**config.mk**
```make
export PLATFORM = sky130hd
export DESIGN_NAME = sbr_bus_codec
export DESIGN_NICKNAME = d
export VERILOG_FILES = /design/src/rtl/sbr_pkg.sv /design/src/rtl/sbr_encoder.sv /design/src/rtl/sbr_decoder.sv /design/src/rtl/sbr_toggle_meter.sv /design/src/rtl/sbr_bus_codec.sv
export SDC_FILE = /design/constraint.sdc
export NUM_CORES = 1
export LEC_CHECK = 0
export ABC_AREA = 1
export BUFFER_PORTS_ARGS = -buffer_cell sky130_fd_sc_hd__buf_2
export CAP_MARGIN = 20
export CORE_ASPECT_RATIO = 1.4
export CORE_UTILIZATION = 30
export CTS_CLUSTER_SIZE = 24
export DETAILED_ROUTE_END_ITERATION = 8
export HOLD_SLACK_MARGIN = 0.15
export SLEW_MARGIN = 0
export SYNTH_ARGS = -nofsm -noshare
export SYNTH_HDL_FRONTEND = slang
export SYNTH_HIERARCHICAL = 1
export SYNTH_SLANG_ARGS = --single-unit
```
**constraint.sdc**
```tcl
create_clock -name clk -period 4.8 [get_ports clk]
set_clock_uncertainty 0.2 [all_clocks]
set_input_delay 0.48 -clock clk [delete_from_list [all_inputs] [get_ports clk]]
set_output_delay 0.48 -clock clk [all_outputs]
set_load 0.02 [all_outputs]
```
**src/rtl/sbr_pkg.sv**
```systemverilog
package sbr_pkg;

  localparam int SBR_MAX_CODE_W = 64;

  // Number of set bits in a vector of up to SBR_MAX_CODE_W bits.
  function automatic int unsigned ones_in(input logic [SBR_MAX_CODE_W-1:0] v);
    int unsigned acc;
    acc = 0;
    for (int i = 0; i < SBR_MAX_CODE_W; i++) acc += int'(v[i]);
    return acc;
  endfunction

endpackage

```
**src/rtl/sbr_encoder.sv**
```systemverilog
module sbr_encoder #(
  parameter int W = 8
) (
  input  logic [W-1:0] word_i,
  output logic [W:0]   code_o
);
  // run_hi[j] is set when bits W-1..j of the word are all ones
  logic [W-1:0] run_hi;
  logic [W-1:0] payload;

  assign run_hi[W-1] = word_i[W-1];

  genvar j;
  generate
    for (j = W - 2; j >= 0; j--) begin : g_run
      assign run_hi[j] = word_i[j] & run_hi[j+1];
    end
  endgenerate

  // A bit is a redundant sign copy when every bit from the one below it up to
  // the MSB is one; the lowest bit of the leading run survives.
  assign payload[0] = word_i[0];
  generate
    for (j = 1; j < W; j++) begin : g_pay
      assign payload[j] = word_i[j] & ~run_hi[j-1];
    end
  endgenerate

  assign code_o = {word_i[W-1], payload};
endmodule

```
**src/rtl/sbr_decoder.sv**
```systemverilog
module sbr_decoder #(
  parameter int W = 8
) (
  input  logic [W:0]   code_i,
  output logic [W-1:0] word_o
);
  // clear_hi[j] is set when payload bits W-1..j are all zero
  logic [W-1:0] clear_hi;
  logic         neg;

  assign neg = code_i[W];
  assign clear_hi[W-1] = ~code_i[W-1];

  genvar j;
  generate
    for (j = W - 2; j >= 0; j--) begin : g_clr
      assign clear_hi[j] = ~code_i[j] & clear_hi[j+1];
    end
  endgenerate

  assign word_o[0] = code_i[0];
  generate
    for (j = 1; j < W; j++) begin : g_fill
      assign word_o[j] = code_i[j] | (neg & clear_hi[j]);
    end
  endgenerate
endmodule

```
**src/rtl/sbr_toggle_meter.sv**
```systemverilog
module sbr_toggle_meter
  import sbr_pkg::*;
#(
  parameter int CW    = 9,
  parameter int CNT_W = 16
) (
  input  logic             clk,
  input  logic             rst,
  input  logic             fire_i,
  input  logic [CW-1:0]    code_i,
  output logic [CNT_W-1:0] count_o
);
  localparam int PAD = SBR_MAX_CODE_W - CW;

  logic [CW-1:0]    prev_code;
  logic [CNT_W-1:0] flips;

  always_comb begin
    flips = CNT_W'(ones_in({{PAD{1'b0}}, code_i ^ prev_code}));
  end

  always_ff @(posedge clk) begin
    if (rst) begin
      prev_code <= '0;
      count_o   <= '0;
    end else if (fire_i) begin
      prev_code <= code_i;
      count_o   <= count_o + flips;
    end
  end
endmodule

```
**src/rtl/sbr_bus_codec.sv**
```systemverilog
module sbr_bus_codec #(
  parameter int W     = 8,
  parameter int CNT_W = 16
) (
  input  logic             clk,
  input  logic             rst,
  input  logic             tx_valid,
  output logic             tx_ready,
  input  logic [W-1:0]     tx_word,
  output logic             bus_valid,
  input  logic             bus_ready,
  output logic [W:0]       bus_code,
  output logic [CNT_W-1:0] toggle_cnt,
  input  logic [W:0]       rx_code,
  output logic [W-1:0]     rx_word
);
  localparam int CW = W + 1;

  logic [CW-1:0] enc_code;
  logic [W-1:0]  dec_word;
  logic          take;
  logic          fire;

  assign tx_ready = ~bus_valid | bus_ready;
  assign take     = tx_valid & tx_ready;
  assign fire     = bus_valid & bus_ready;

  sbr_encoder #(.W(W)) u_enc (
    .word_i (tx_word),
    .code_o (enc_code)
  );

  sbr_decoder #(.W(W)) u_dec (
    .code_i (rx_code),
    .word_o (dec_word)
  );

  sbr_toggle_meter #(.CW(CW), .CNT_W(CNT_W)) u_meter (
    .clk     (clk),
    .rst     (rst),
    .fire_i  (fire),
    .code_i  (bus_code),
    .count_o (toggle_cnt)
  );

  always_ff @(posedge clk) begin
    if (rst) begin
      bus_valid <= 1'b0;
      bus_code  <= '0;
    end else if (take) begin
      bus_valid <= 1'b1;
      bus_code  <= enc_code;
    end else if (fire) begin
      bus_valid <= 1'b0;
    end
  end

  always_ff @(posedge clk) begin
    if (rst) rx_word <= '0;
    else     rx_word <= dec_word;
  end
endmodule

```
==> results by stage <==
Outcome:
- The flow ran to the end, and the final reports show no timing, DRC or antenna violations.

Power:
- The fraction of power spent switching nets is 0.294.
- The worst IR drop on VDD is 0.175 mV.
- The net switching power of the design is 0.278 mW.
- The analysis attributes to cell leakage a power of 1.52 nW.
- Dividing total power by cell area gives a power density of approximately 340 nW/um^2.
- The register share of total power is 0.411.
- The final total power is 0.945 mW.
- The part of the power in combinational logic is 0.232.
- The share of total power dissipated in the clock network is 0.357.
- The internal power of the cells totals 0.667 mW.

Clock tree:
- The tree is rooted in a sky130_fd_sc_hd__clkbuf_8.
- For this design, the CTS-stage hold fixing added 0 buffers.
- The clock latency reported for the late side of the worst-skew pair is 300 ps.
- The count of instances resized after the clock tree is built is 0.
- The number of clock sinks seen by CTS is 43.
- The number of setup buffers added after CTS is 0.
- The CTS tree is built.
- Buffers inserted during clock tree synthesis total 5.
- The longest clock path from root to sink contains 2 buffers.
- CTS built an H-tree with a depth of 2.
- The clock-pin slew on the worst setup and hold paths is roughly 90 ps.

Logic synthesis:
- In this run the mean area of a mapped cell was 7.12 um^2.
- The fraction of post-synthesis cell area in the top cell type by area is 0.360.
- By area the synthesized netlist is led by sky130_fd_sc_hd__dfxtp_1, sky130_fd_sc_hd__nor2_1, sky130_fd_sc_hd__nand2_1.
- Synthesis produced a netlist whose cell count is 336.
- Summing every instance area after synthesis gives 2390 um^2.
- For this run, the register share of the synthesized area comes to 0.360.
- The netlist uses 32 different library cells.
- The synthesized net count is between 300 and 400.
- The total of flip-flops plus latches after synthesis is 43.
- Summed over all instances, the cell type with the most area after synthesis is sky130_fd_sc_hd__dfxtp_1.
- The Yosys warning count is 6.

GRT:
- The number of antenna violations at the first check in global routing is 0.
- The first global-routing pass estimated 8630 um of wire.
- The overall global routing resource usage is 0.131.
- The largest net degree at the start of global routing is 21.
- The number of global-route vias before repair is ~2,000.
- Global routing finished with a remaining overflow of 0.

STA:
- The measured slew at the worst slew-check pin is 662 ps.
- In this run the tightest slew margin relative to its limit is 0.558.
- The maximum clock rate is 268 MHz.
- Setup total negative slack on the finished layout was measured at 0 ps.
- The final hold violation count was 0.
- Final hold analysis gives a worst-case slack of roughly 190 ps.
- The max-slew violation count came to 0.
- Setup violations remaining at the end of the flow were counted as 0.
- Setup repair after global routing left no endpoint under its margin.
- Of the available clock period, the critical path in the final layout requires 0.779.
- Subtracting the final worst setup slack from the clock period gives 3740 ps.

Routing:
- The routed wire length is 5000 um.
- In the routed layout, each cell is associated on average with a via count of 4.42.
- For this run, the detailed router's first-pass iteration total came to 4.
- The number of DRC violations after detailed routing is 0.
- The average wire per cell in the routed design is 10.3 um.
- The number of routed nets with antenna violations is 0.
- Summing over every cut layer, the via total after detailed routing is 2,150.
- The violation count after the first detailed-route iteration is 74.

Layout:
- Leaving out fill and tap cells, the most frequent cells in the layout are sky130_fd_sc_hd__nor2_1, sky130_fd_sc_hd__buf_2, sky130_fd_sc_hd__nand2_1, sky130_fd_sc_hd__inv_1, sky130_fd_sc_hd__dfxtp_1.
- The leading cell type in the layout, fill and taps excluded is sky130_fd_sc_hd__nor2_1.
- Counting the fill cells in the layout gives 831.
- The antenna cell count is 0.
- The growth of design area from synthesis to finish is 17.8%.
- After the last flow step, the layout net total stands at around 420.
- The ratio of cells with drive above 1 in the final layout is 0.210.

Floorplan:
- The full die area is 8340 um^2.
- The width of the chip is just under 80 um.
- The floorplan step defined a core boundary enclosing just under 8000 um^2.
- For this configuration, the core starts out at a cell density of 0.309.
- The number of cell rows is 38.
- Pin placement for this block handled 56 I/O pins.
- The height of the die is approximately 110 um.

Place:
- Buffers placed on the I/O ports in this run total 55.
- The routability-driven placement congestion ratio is 0.793.
- The wire-length estimate of the detail-placed layout is 3770 um.

Worst setup path:
- The critical path goes through xor2_1 -> fa_1 -> fa_1 -> inv_1 -> fa_1 -> inv_1 -> ha_1 -> fa_1 -> nand2_1 -> nand3_1 -> nand3_1 -> nor2_2 -> a21oi_1 -> nor2_1.
- Of all nets on the critical path, the largest fanout is 4.
- The critical path in this run is classified as reg2reg.
- The kind of launch point of the worst setup path is a register.
- The critical path endpoint category is a register.
- In this design, the critical path's most frequently occurring cell is sky130_fd_sc_hd__fa_1.
- The data required time at the worst endpoint is roughly 4800 ps.
- The peak per-stage delay on the critical path is 540 ps.
- The cell with the biggest individual delay on the critical path is sky130_fd_sc_hd__fa_1.
- The critical path arrival is 3740 ps.

Flow run:
- The total of max-cap violations is 0.

Worst hold path:
- The worst min-delay path category is in2reg.
## metal layers
layer  global-route usage  wire [um]  vias up
li1                     -          -     1124
met1                0.142       2190      968
met2                0.240       2540       49
met3               0.0246        182        9
met4               0.0620         93        0
met5                    0          0        -
## power by group through the flow
stage / Combinational (mW) / Clock [mW] / Sequential [mW]
detailed placement: 0.224 / 0 / 0.397
global placement: 0.220 / 0 / 0.396
floorplan: 0.155 / 0 / 0.411
global route: 0.262 / 0.359 / 0.391
finish: 0.219 / 0.338 / 0.388
CTS: 0.224 / 0.349 / 0.389
## area by class of cell
class,count,area (um^2),area share
Clock buffer,5,68.8,0.0244
Clock inverter,3,67.6,0.0240
Inverter,57,214,0.0759
Multi-Input combinational cell,223,1210,0.428
Sequential cell,43,861,0.305
Tap cell,100,125,0.0444
Timing Repair Buffer,55,275,0.0976
## path summary, 6_finish.rpt
check	from	end	slack (ps)	depth (start not counted)
min	rx_code[0]	rx_word[0]	190	3
max	bus_code[0]	u_meter/count_o[14]	1060	14
max reg2reg	bus_code[0]	u_meter/count_o[14]	1060	14
min reg2reg	u_meter/prev_code[2]	u_meter/prev_code[2]	310	2
## Yosys cell counts (all sizes together)
library cell,n
a21boi,2
a21o,1
a21oi,15
and2,1
buf,11
clkbuf,2
clkinv,1
dfxtp,43
fa,6
ha,6
inv,56
nand2,57
nand3,26
nand4,6
nor2,72
nor3,2
o21ai,14
o21bai,1
or2,2
xnor2,3
xor2,9
## registers in the layout (all words and copies together), names as in the netlist
register and count:
u_meter/count_o 16, bus_code 9, rx_word 8, u_meter/prev_code 9, bus_valid 1
## worst max-delay path: cells and delay by family (launching register included)
family	cells	cell delay, ps
AO/OA/AOI/OAI	1	140
XOR/XNOR	1	210
adder cells (fa/ha/maj)	5	2190
buffers and inverters	2	100
flip-flops	1	390
AND/OR/NAND/NOR	5	410
## metrics by stage
stage                     area, um^2   util  setup slack, ps  instances
final                           2820  0.364             1060        486
after global routing            2820  0.364              778        486
after CTS                       2820  0.364             1030        486
after detailed placement        2680  0.346             1040        478
after global placement          2680  0.346             1150        478
after floorplan                 2390      -             1130        336
## cells by family (layout without fill, tap and decap cells)
group                      count (synthesis)  after routing  share of synthesized area
buffers and inverters                     70            120                      0.136
DFF                                       43             43                      0.360
AOI/OAI and AO/OA                         33             33                     0.0737
xor gates and xnor gates                  12             12                     0.0439
and+or+nand+nor                          166            166                      0.305
adders and majority gates                 12             12                     0.0815
No activity file was read; power rests on OpenSTA's default activity.
